==> src/rtl/bwprof_pkg.sv <==
package bwprof_pkg;
  typedef enum logic {ST_IDLE, ST_RUN} run_st_e;
  typedef enum logic [2:0] {
    OP_RBURST, OP_WBURST, OP_BPA, OP_UTIL, OP_LOAD, OP_NONE
  } div_op_e;
  localparam int unsigned NUM_CNT = 6;
  localparam int unsigned PCT_W   = 8;
endpackage

==> src/rtl/bwprof_satcnt.sv <==
module bwprof_satcnt #(
  parameter int unsigned W  = 32,
  parameter int unsigned IW = 8
) (
  input  logic          clk,
  input  logic          rst_n,
  input  logic          clr,
  input  logic          inc_en,
  input  logic [IW-1:0] inc,
  output logic [W-1:0]  cnt_q,
  output logic [W-1:0]  cnt_nxt
);
  logic [W:0] sum;

  assign sum     = {1'b0, cnt_q} + (W+1)'(inc);
  assign cnt_nxt = !inc_en ? cnt_q : (sum[W] ? {W{1'b1}} : sum[W-1:0]);

  always_ff @(posedge clk or negedge rst_n) begin
    if (!rst_n)   cnt_q <= '0;
    else if (clr) cnt_q <= '0;
    else          cnt_q <= cnt_nxt;
  end
endmodule

==> src/rtl/bwprof_div.sv <==
module bwprof_div #(
  parameter int unsigned DW = 40
) (
  input  logic          clk,
  input  logic          rst_n,
  input  logic          start,
  input  logic [DW-1:0] num,
  input  logic [DW-1:0] den,
  output logic [DW-1:0] quo,
  output logic          done
);
  localparam int unsigned CW = $clog2(DW + 1);

  logic [DW-1:0] rem_q, q_q, den_q;
  logic [CW-1:0] cnt_q;
  logic          busy_q, done_q;
  logic [DW:0]   shf, dif;

  assign shf  = {rem_q, q_q[DW-1]};
  assign dif  = shf - {1'b0, den_q};
  assign quo  = q_q;
  assign done = done_q;

  always_ff @(posedge clk or negedge rst_n) begin
    if (!rst_n) begin
      rem_q  <= '0;
      q_q    <= '0;
      den_q  <= '0;
      cnt_q  <= '0;
      busy_q <= 1'b0;
      done_q <= 1'b0;
    end else begin
      done_q <= 1'b0;
      if (start) begin
        den_q <= den;
        rem_q <= '0;
        if (den == '0) begin
          q_q    <= '0;
          busy_q <= 1'b0;
          done_q <= 1'b1;
        end else begin
          q_q    <= num;
          cnt_q  <= CW'(DW);
          busy_q <= 1'b1;
        end
      end else if (busy_q) begin
        if (!dif[DW]) begin
          rem_q <= dif[DW-1:0];
          q_q   <= {q_q[DW-2:0], 1'b1};
        end else begin
          rem_q <= shf[DW-1:0];
          q_q   <= {q_q[DW-2:0], 1'b0};
        end
        cnt_q <= cnt_q - 1'b1;
        if (cnt_q == CW'(1)) begin
          busy_q <= 1'b0;
          done_q <= 1'b1;
        end
      end
    end
  end
endmodule

==> src/rtl/bwprof_calc.sv <==
module bwprof_calc
  import bwprof_pkg::*;
#(
  parameter int unsigned CNTW = 32
) (
  input  logic             clk,
  input  logic             rst_n,
  input  logic             kick,
  input  logic [CNTW-1:0]  s_total,
  input  logic [CNTW-1:0]  s_busy,
  input  logic [CNTW-1:0]  s_ra,
  input  logic [CNTW-1:0]  s_wa,
  input  logic [CNTW-1:0]  s_rb,
  input  logic [CNTW-1:0]  s_wb,
  output logic [CNTW-1:0]  rd_burst,
  output logic [CNTW-1:0]  wr_burst,
  output logic [CNTW-1:0]  bpa,
  output logic [PCT_W-1:0] util_pct,
  output logic [PCT_W-1:0] load_pct,
  output logic             done
);
  localparam int unsigned DW = CNTW + 8;

  div_op_e         op_q;
  logic            issue_q, done_q;
  logic [DW-1:0]   num, den, quo, sum_b, sum_a;
  logic            div_done;
  logic [PCT_W-1:0] pct;

  assign sum_b = DW'(s_rb) + DW'(s_wb);
  assign sum_a = DW'(s_ra) + DW'(s_wa);

  always_comb begin
    num = '0;
    den = '0;
    unique case (op_q)
      OP_RBURST: begin num = DW'(s_rb);               den = DW'(s_ra); end
      OP_WBURST: begin num = DW'(s_wb);               den = DW'(s_wa); end
      OP_BPA:    begin num = sum_b;                   den = sum_a; end
      OP_UTIL:   begin num = sum_b * DW'(100);        den = DW'(s_busy) << 4; end
      OP_LOAD:   begin num = DW'(s_busy) * DW'(100);  den = DW'(s_total); end
      default:   begin num = '0;                      den = '0; end
    endcase
  end

  assign pct = (quo > DW'(255)) ? {PCT_W{1'b1}} : quo[PCT_W-1:0];

  bwprof_div #(.DW(DW)) u_div (
    .clk   (clk),
    .rst_n (rst_n),
    .start (issue_q),
    .num   (num),
    .den   (den),
    .quo   (quo),
    .done  (div_done)
  );

  always_ff @(posedge clk or negedge rst_n) begin
    if (!rst_n) begin
      op_q     <= OP_NONE;
      issue_q  <= 1'b0;
      done_q   <= 1'b0;
      rd_burst <= '0;
      wr_burst <= '0;
      bpa      <= '0;
      util_pct <= '0;
      load_pct <= '0;
    end else begin
      done_q  <= 1'b0;
      issue_q <= 1'b0;
      if (kick) begin
        op_q    <= OP_RBURST;
        issue_q <= 1'b1;
      end else if (div_done && op_q != OP_NONE) begin
        unique case (op_q)
          OP_RBURST: begin rd_burst <= quo[CNTW-1:0]; op_q <= OP_WBURST; issue_q <= 1'b1; end
          OP_WBURST: begin wr_burst <= quo[CNTW-1:0]; op_q <= OP_BPA;    issue_q <= 1'b1; end
          OP_BPA:    begin bpa      <= quo[CNTW-1:0]; op_q <= OP_UTIL;   issue_q <= 1'b1; end
          OP_UTIL:   begin util_pct <= pct;           op_q <= OP_LOAD;   issue_q <= 1'b1; end
          OP_LOAD:   begin load_pct <= pct;           op_q <= OP_NONE;   done_q  <= 1'b1; end
          default:   op_q <= OP_NONE;
        endcase
      end
    end
  end

  assign done = done_q;
endmodule

==> src/rtl/bwprof_top.sv <==
module bwprof_top
  import bwprof_pkg::*;
#(
  parameter int unsigned CNTW       = 32,
  parameter int unsigned BW         = 8,
  parameter int unsigned IDW        = 4,
  parameter int unsigned WINW       = 32,
  parameter int unsigned LW         = 8,
  parameter int unsigned DEF_WINDOW = 125_000_000
) (
  input  logic             clk,
  input  logic             rst_n,
  input  logic             mon_busy,
  input  logic             mon_rd_acc,
  input  logic             mon_wr_acc,
  input  logic [BW-1:0]    mon_rd_bytes,
  input  logic [BW-1:0]    mon_wr_bytes,
  input  logic [IDW-1:0]   mon_id,
  input  logic [WINW-1:0]  cfg_window,
  input  logic             cfg_filt_en,
  input  logic [IDW-1:0]   cfg_filt_id,
  input  logic [LW-1:0]    cfg_loops,
  input  logic             cfg_start,
  output logic             run_active,
  output logic [CNTW-1:0]  res_total,
  output logic [CNTW-1:0]  res_busy,
  output logic [CNTW-1:0]  res_rd_acc,
  output logic [CNTW-1:0]  res_wr_acc,
  output logic [CNTW-1:0]  res_rd_bytes,
  output logic [CNTW-1:0]  res_wr_bytes,
  output logic [CNTW-1:0]  res_rd_burst,
  output logic [CNTW-1:0]  res_wr_burst,
  output logic [CNTW-1:0]  res_bpa,
  output logic [7:0]       res_util_pct,
  output logic [7:0]       res_load_pct,
  output logic             res_done
);
  localparam int unsigned IX_TOT = 0, IX_BSY = 1, IX_RA = 2, IX_WA = 3, IX_RB = 4, IX_WB = 5;

  run_st_e         st_q;
  logic [WINW-1:0] win_q, wcnt_q;
  logic [LW-1:0]   left_q;
  logic            inf_q, fen_q, kick_q;
  logic [IDW-1:0]  fid_q;
  logic            start_acc, last, running, id_ok;

  logic [NUM_CNT-1:0] inc_en;
  logic [BW-1:0]      inc_v [NUM_CNT];
  logic [CNTW-1:0]    cq    [NUM_CNT];
  logic [CNTW-1:0]    cn    [NUM_CNT];
  logic [CNTW-1:0]    res_q [NUM_CNT];

  assign running   = (st_q == ST_RUN);
  assign start_acc = (st_q == ST_IDLE) && cfg_start;
  assign last      = running && (wcnt_q == win_q - 1'b1);
  assign id_ok     = !fen_q || (mon_id == fid_q);

  assign inc_en[IX_TOT] = running;
  assign inc_en[IX_BSY] = running && mon_busy;
  assign inc_en[IX_RA]  = running && mon_rd_acc && id_ok;
  assign inc_en[IX_WA]  = running && mon_wr_acc && id_ok;
  assign inc_en[IX_RB]  = running && mon_rd_acc && id_ok;
  assign inc_en[IX_WB]  = running && mon_wr_acc && id_ok;

  assign inc_v[IX_TOT] = BW'(1);
  assign inc_v[IX_BSY] = BW'(1);
  assign inc_v[IX_RA]  = BW'(1);
  assign inc_v[IX_WA]  = BW'(1);
  assign inc_v[IX_RB]  = mon_rd_bytes;
  assign inc_v[IX_WB]  = mon_wr_bytes;

  // Live counters and their latched copies
  for (genvar g = 0; g < NUM_CNT; g++) begin : g_cnt
    bwprof_satcnt #(.W(CNTW), .IW(BW)) u_cnt (
      .clk     (clk),
      .rst_n   (rst_n),
      .clr     (start_acc | last),
      .inc_en  (inc_en[g]),
      .inc     (inc_v[g]),
      .cnt_q   (cq[g]),
      .cnt_nxt (cn[g])
    );

    always_ff @(posedge clk or negedge rst_n) begin
      if (!rst_n)    res_q[g] <= '0;
      else if (last) res_q[g] <= cn[g];
    end
  end

  // Window and loop sequencing
  always_ff @(posedge clk or negedge rst_n) begin
    if (!rst_n) begin
      st_q   <= ST_IDLE;
      win_q  <= '0;
      wcnt_q <= '0;
      left_q <= '0;
      inf_q  <= 1'b0;
      fen_q  <= 1'b0;
      fid_q  <= '0;
      kick_q <= 1'b0;
    end else begin
      kick_q <= last;
      unique case (st_q)
        ST_IDLE: if (cfg_start) begin
          st_q   <= ST_RUN;
          wcnt_q <= '0;
          win_q  <= (cfg_window == '0) ? WINW'(DEF_WINDOW) : cfg_window;
          inf_q  <= &cfg_loops;
          left_q <= (cfg_loops == '0) ? LW'(1) : cfg_loops;
          fen_q  <= cfg_filt_en;
          fid_q  <= cfg_filt_id;
        end
        ST_RUN: begin
          if (last) begin
            wcnt_q <= '0;
            if (!inf_q) begin
              left_q <= left_q - 1'b1;
              if (left_q == LW'(1)) st_q <= ST_IDLE;
            end
          end else begin
            wcnt_q <= wcnt_q + 1'b1;
          end
        end
        default: st_q <= ST_IDLE;
      endcase
    end
  end

  bwprof_calc #(.CNTW(CNTW)) u_calc (
    .clk      (clk),
    .rst_n    (rst_n),
    .kick     (kick_q),
    .s_total  (res_q[IX_TOT]),
    .s_busy   (res_q[IX_BSY]),
    .s_ra     (res_q[IX_RA]),
    .s_wa     (res_q[IX_WA]),
    .s_rb     (res_q[IX_RB]),
    .s_wb     (res_q[IX_WB]),
    .rd_burst (res_rd_burst),
    .wr_burst (res_wr_burst),
    .bpa      (res_bpa),
    .util_pct (res_util_pct),
    .load_pct (res_load_pct),
    .done     (res_done)
  );

  assign run_active   = running;
  assign res_total    = res_q[IX_TOT];
  assign res_busy     = res_q[IX_BSY];
  assign res_rd_acc   = res_q[IX_RA];
  assign res_wr_acc   = res_q[IX_WA];
  assign res_rd_bytes = res_q[IX_RB];
  assign res_wr_bytes = res_q[IX_WB];
endmodule

==> config.mk <==
export PLATFORM = sky130hd
export DESIGN_NAME = bwprof_top
export DESIGN_NICKNAME = d
export VERILOG_FILES = /design/src/rtl/bwprof_pkg.sv /design/src/rtl/bwprof_satcnt.sv /design/src/rtl/bwprof_div.sv /design/src/rtl/bwprof_calc.sv /design/src/rtl/bwprof_top.sv
export SDC_FILE = /design/constraint.sdc
export NUM_CORES = 2
export LEC_CHECK = 0
export ABC_AREA = 1
export BUFFER_PORTS_ARGS = -buffer_cell sky130_fd_sc_hd__buf_2
export CORE_UTILIZATION = 62
export DETAILED_ROUTE_END_ITERATION = 16
export GPL_TIMING_DRIVEN = 0
export MAX_ROUTING_LAYER = met4
export PLACE_DENSITY = 0.83
export SLEW_MARGIN = 25
export SYNTH_ARGS = -nofsm -noshare
export SYNTH_HDL_FRONTEND = slang
export SYNTH_SLANG_ARGS = --single-unit
==> constraint.sdc <==
create_clock -name clk -period 7.2 [get_ports clk]
set_input_delay 1.44 -clock clk [delete_from_list [all_inputs] [get_ports clk]]
set_output_delay 1.44 -clock clk [all_outputs]
set_load 0.01 [all_outputs]
# ---- Word level (Yosys, flattened, before mapping)
# Cells that the tools add are included.
dict set report totals {
  register_bits 709
  output_inout_bits 306
  word_cells 154
}
dict set report classes {
  add_sub_neg 13
  mul 2
  n_lt_le_gt_ge 1
  n_eq_ne 13
  muxes 62
  n_bitwise 3
  n_reduce_logical 26
}
# cell n
set ops {}
lappend ops {{$mux W32} 21}
lappend ops {{$pmux W40 S5} 2}
lappend ops {{$mux W40} 6}
lappend ops {{$add A32 B1 Y33 const B} 4}
lappend ops {{$add A32 B32 Y33} 2}
lappend ops {{$add A32 B8 Y33} 2}
lappend ops {{$pmux W32 S2} 1}
lappend ops {{$sub A41 B40 Y41} 1}
lappend ops {{$gt A40 B8 Y1 const B} 1}
lappend ops {{$logic_not A40 Y1} 1}
lappend ops {{$mul A40 B5 Y38 const B} 1}
lappend ops {{$mux W8} 5}
lappend ops {{$mul A32 B5 Y37 const B} 1}
lappend ops {{$add A32 B1 Y32 const B} 1}
lappend ops {{$eq A32 B32 Y1} 1}
lappend ops {{$logic_not A32 Y1} 1}
lappend ops {{$sub A32 B1 Y32 const B} 1}
lappend ops {{$mux W1} 19}
lappend ops {{$mux W6} 3}
lappend ops {{$reduce_and A3 Y1} 6}
lappend ops {{$pmux W8 S2} 1}
lappend ops {{$pmux W3 S4} 1}
lappend ops {{$eq A8 B1 Y1 const B} 1}
lappend ops {{$logic_and A1 B1 Y1} 8}
lappend ops {{22 further kinds} 29}

# ---- Logic depth before layout (Yosys ltp)
dict set report logic_depth {
  word_depth 5
  mapped_depth 36
  ltp_nobuf 36
}

# ---- Cells and area by module
# From an unflattened synthesis, not the netlist that was laid out.
dict set report hier_totals {
  hier_cells 8836
  area_unflattened_um2 59036.6
}
# module instances cells_per_inst area_each_um2 seq_area_each_um2
set by_module_without_submodules {}
lappend by_module_without_submodules {bwprof_calc 1 3162 19412.4 2930.3}
lappend by_module_without_submodules {bwprof_top 1 1686 14131.1 6806.5}
lappend by_module_without_submodules {bwprof_div 1 1399 9112.5 3203.1}
lappend by_module_without_submodules {{bwprof_satcnt at g_cnt[0].u_cnt ...} 3 428 2713.9 800.8}
lappend by_module_without_submodules {{bwprof_satcnt at g_cnt[4].u_cnt ...} 2 436 2760.1 800.8}
lappend by_module_without_submodules {{bwprof_satcnt at g_cnt[2].u_cnt} 1 433 2718.9 800.8}

# ---- Least setup slack after synthesis
# OpenSTA, ideal clock, no wires.
dict set report synth_path {
  path_kind {register -> register}
  startpoint {reg res_q, in the netlist res_rd_bytes[0]}
  endpoint {reg u_calc.u_div.q_q[34], in the netlist u_calc.u_div.quo[34]}
  arrival_time_ps 5115
  required_ps 7077
  path_slack_ps 1962
  path_stages_with_launch 34
  synth_period_minus_slack_ps 5238
  path_cell_list {dfrtp_1 ha_1 inv_1 fa_1 nand3b_1 nand2_1 inv_1 o21ai_0 a21boi_0 o21ai_0 nand2_1 nand2_1 nand2_1 nand2_1 inv_1 ha_1 ha_1 inv_1 fa_1 inv_1 ha_1 nand2_1 nor2_1 inv_1 nor2_1 inv_1 o211ai_1 nand2_1 nand2_1 a21oi_1 o21ai_0 nand2_1 nand3_1 a21oi_1}
}
dict set report synth_between {
  elab_chain_cells 5
}
# element line
set synth_lines {}
lappend synth_lines {{start: declaration} bwprof_top.sv:51} ;# logic [CNTW-1:0] res_q [NUM_CNT];
lappend synth_lines {{start signal: indexed assignment} bwprof_top.sv:86} ;# else if (last) res_q[g] <= cn[g];
lappend synth_lines {{$add A32 B32 Y33} bwprof_calc.sv:30} ;# assign sum_b = DW'(s_rb) + DW'(s_wb);
lappend synth_lines {{$mul A40 B5 Y38} bwprof_calc.sv:40} ;# OP_UTIL: begin num = sum_b * DW'(100); den = DW'(s_busy) << 4; end
lappend synth_lines {{$pmux W40 S5} bwprof_calc.sv:36} ;# unique case (op_q)
lappend synth_lines {{$mux W40} bwprof_div.sv:37} ;# if (den == '0) begin
lappend synth_lines {{$mux W40} bwprof_div.sv:34} ;# if (start) begin
lappend synth_lines {{end signal: assignment} bwprof_div.sv:42} ;# q_q <= num;
lappend synth_lines {{end signal: assignment} bwprof_div.sv:49} ;# q_q <= {q_q[DW-2:0], 1'b1};
lappend synth_lines {{end signal: assignment} bwprof_div.sv:52} ;# q_q <= {q_q[DW-2:0], 1'b0};
lappend synth_lines {{end: declaration} bwprof_div.sv:14} ;# logic [DW-1:0] rem_q, q_q, den_q;
# Every way passes these cells.
# A chain may end at the register's enable or synchronous reset.

# ---- Worst setup path in the final report
dict set report layout_path {
  startpoint {reg res_q, in the netlist res_wr_bytes[0]}
  endpoint {reg u_calc.u_div.q_q[39], in the netlist u_calc.u_div.quo[39]}
}
# The elaborated chain is that of the path after synthesis.

==> summary.txt <==
Outcome
  – Status: finished clean

Clocking
  – # clock sinks: 705
  – CTS tree: yes
  – Worst-path clk slew: about 80 ps
  – CTS Buf Count: 74
  – Clk_lat worst skew: slightly below 700 ps
  – Clk buf depth: 3
  – Post-CTS Setup Repair Bufs: 0
  – # H-tree levels: 3
  – CTS root buffer: clkbuf_16

Setup path
  – Slowest CP cell: o21ai_0
  – R2R Path Start: res_wr_bytes[0]
  – Critical path type: reg2reg
  – Worst setup path endpoint: u_calc.u_div.quo[39]
  – Flop2flop setup slack: between 200 and 300 ps
  – Worst path required time: about 7800 ps
  – CP max FO: 7
  – CP endpoint kind: register
  – Worst EP arrival: 7500 ps
  – Critical Path Max Stage Delay: a little over 700 ps
  – Crit-path most repeated cell: nand2_1
  – Reg-to-reg endpoint: u_calc.u_div.quo[39]
  – Worst reg-to-reg path cell count: 29
  – CP startpoint: res_wr_bytes[0]
  – CP Launch Type: register

Place
  – Hpwl dp: 155000 um
  – GPL Wtd Cong: approximately 1.1
  – Port bufs: between 300 and 400

Routing
  – Final routed DRC violation total: 0
  – Router iterations before antenna repair: 10
  – Vias per cell: 6.22
  – Final Routed Wirelength: between 200000 and 250000 um
  – Routed len/inst: 23.0 um
  – DR iter-0 viols: 6811
  – Vias post-DR: ~54k
  – Final ANT Viol Nets: 0

Yosys
  – Simple-Gate Fraction of Synth Area: 0.274
  – Syn Nets: 7599
  – Yosys warning count: 0
  – Post-Syn Area: 51100 um^2
  – Post-synth EDFFs: 0
  – Synth Area in Compound Gates: 0.141
  – Adder-cell area share of the yosys netlist: 0.104
  – Synth Area in XOR/XNOR: 0.0370
  – Post-synth top flop: dfrtp_1
  – Yosys reg bits: between 700 and 800
  – Seq/Total Area, Yosys: 0.346
  – Ys async rst share: 1.00
  – Mux contribution to synthesized area: 0.00417
  – Mapped Cells: 7138
  – Syn avg cell area: just over 7 um^2
  – Largest family of logic cells by synthesized area: simple AND/OR/NAND/NOR gates
  – Post-synth cell types: just over 70

Timing
  – Endpoints failing hold: 0
  – Final setup violation count: 0
  – Slew Limit Fails: 0
  – Worst-Margin Slew: between 1000 and 1500 ps
  – Worst rel slew slack: 0.226
  – TNS Setup: 0 ps
  – Hold Slack: around 480 ps
  – Fin crit share: 0.960
  – Skew final: between 40 and 50 ps
  – Unrepaired setup endpoints after global routing: no
  – Tmin final: 6910 ps
  – Fmax: 0.145 GHz

Power
  – Cell Pwr Density: ~160 nW/um^2
  – Leakage Power: 29.3 nW
  – Worst vdd ir: approximately 0.00022 V

Floorplanning
  – FP Rows: ~100
  – Die Ht: 289 um
  – Die width: just under 300 um
  – Die Area: 83500 um^2
  – Io pins: between 300 and 400
  – Core area: about 80000 um^2
  – Initial Util: 0.630

Finish
  – Net count, final: between 8k and 9k
  – Layout cells sized above 1: 0.0934
  – Final core occ: 0.704
  – Area grow syn2layout: 11.8%

GRT
  – GR Util All Layers: 0.491
  – First-pass GRT wire length: roughly 300000 um
  – Gr ovfl total: 0
  – Number of global-route vias before repair: between 50k and 60k
  – Largest net degree at the start of global routing: 97
  – Initial antenna violation count: 8

Run
  – Max_cap viols: 0

Hold path
  – Hold depth: 1
  – Hold WC Path Type: reg2reg
-- power breakdown --
group	internal, mW	switching, mW	total, mW
logic	0.365	0.700	1.07
registers	4.11	0.160	4.27
clock network	2.24	1.84	4.08
total	6.71	2.70	9.42
-- cells by family (layout without fill, tap and decap cells) --
kind of cell,Yosys count,count (layout)
and+or+nand+nor,3291,3291
AOI/OAI and AO/OA,1297,1297
buffers and inverters,1221,1739
DFF,705,705
adders and majority gates,390,390
xor gates and xnor gates,215,215
muxes,19,19
other,0,14
-- flip-flops by register name (all words and copies together) (netlist names), 3 cells and up --
name,flops
g_cnt.u_cnt.cnt_q,192
res_rd_acc,32
wcnt_q,32
u_calc.rd_burst,32
u_calc.util_pct,8
res_total,32
fid_q,4
u_calc.u_div.rem_q,40
u_calc.op_q,3
u_calc.bpa,32
res_rd_bytes,32
u_calc.u_div.quo,40
u_calc.u_div.den_q,36
res_busy,32
left_q,8
res_wr_acc,32
res_wr_bytes,32
u_calc.u_div.cnt_q,6
u_calc.load_pct,8
win_q,32
u_calc.wr_burst,32
-- Yosys cell counts, types with 43 or more instances --
cell type  count  area (um^2)
buf_2         54          270
nor3_1       138          691
nor4_1        52          325
ha_1         330         4130
dfrtp_1      703        17600
xor2_1       147         1290
fa_1          60         1200
o21ai_1      185          926
xnor2_1       67          587
a21oi_1      380         1900
clkbuf_1     112          420
nand4_1      142          888
nor2_1       848         3180
inv_1       1003         3760
or2_2         70          438
nand3_1      358         1790
a31oi_1       43          269
o21ai_0      450         2250
nand2_1     1607         6030
-- worst min path at each step --
| stage | endpoint | slack [ps] | start |
|---|---|---|---|
| floorplan | u_calc.op_q[0] | 400 | u_calc.u_div.done |
| global placement | u_calc.op_q[2] | 430 | kick_q |
| detailed placement | u_calc.op_q[2] | 450 | kick_q |
| CTS | u_calc.op_q[2] | 470 | kick_q |
| global route | u_calc.op_q[2] | 500 | kick_q |
| finish | u_calc.op_q[2] | 480 | kick_q |
-- layout by cell type (no fill, tap or decap), types with 9 or more instances in the layout --
cell type	count
buf_2	429
diode_2	14
nor3_1	138
mux2_2	18
o22ai_1	33
o21ai_0	449
a31oi_1	43
a21boi_0	15
inv_1	1003
nor2_1	848
clkbuf_1	122
a221oi_1	25
nand3b_1	27
a21o_1	13
nor4_1	52
nand3_1	358
o21a_1	19
a21oi_1	380
or2_2	70
o21ai_1	186
clkbuf_16	74
dfrtp_1	703
clkinv_2	13
o21bai_1	34
o211ai_1	42
ha_1	330
nand2_1	1607
xor2_1	147
and3_1	10
buf_6	20
clkbuf_8	11
buf_1	15
nand4_1	142
xnor2_1	67
inv_2	11
a22o_1	18
fa_1	60
o31ai_1	9
-- metal layers --
layer  vias up  wire length, um  global-route usage
met5         -                0                   -
met2      3654            86700               0.729
li1      24300                -                   -
met3       946            24100               0.127
met1     25400            75300               0.603
met4         0            14500               0.289
-- through the flow --
step	area (um^2)	total power [mW]	std cells	setup slack, ps
after floorplan	51100	4.99	7138	1960
after global placement	54300	5.29	8574	-9600
after detailed placement	54500	5.36	8582	526
after CTS	57100	9.34	8716	479
after global routing	57100	9.66	8726	127
final	57100	9.42	8730	288
-- worst max-delay path, delay by kind of cell, from the launching register on --
family                   cells  cell delay (ps)
AO/OA/AOI/OAI                6             2040
AND/OR/NAND/NOR             11             1210
XOR/XNOR                     1              320
flip-flops                   1              610
adder cells (fa/ha/maj)      6             2260
buffers and inverters        5              350
-- area by class of cell --
type	count	area, um^2
repair buffers	384	2110
plain buffers	203	996
fillers	6451	24000
diodes	14	35.0
well taps	1060	1330
inverters	1018	3820
clock buffers	96	2040
flip-flops and latches	705	17600
multi-input cells	5212	28600
clock inverters	38	500
-- repair_timing --
item | 4_1_cts | 5_1_grt
endpoints found under the setup margin | 0 | 1
gates resized for setup | 0 | 1
hold buffers | 0 | 0
Power figures use the tool's default switching activity.
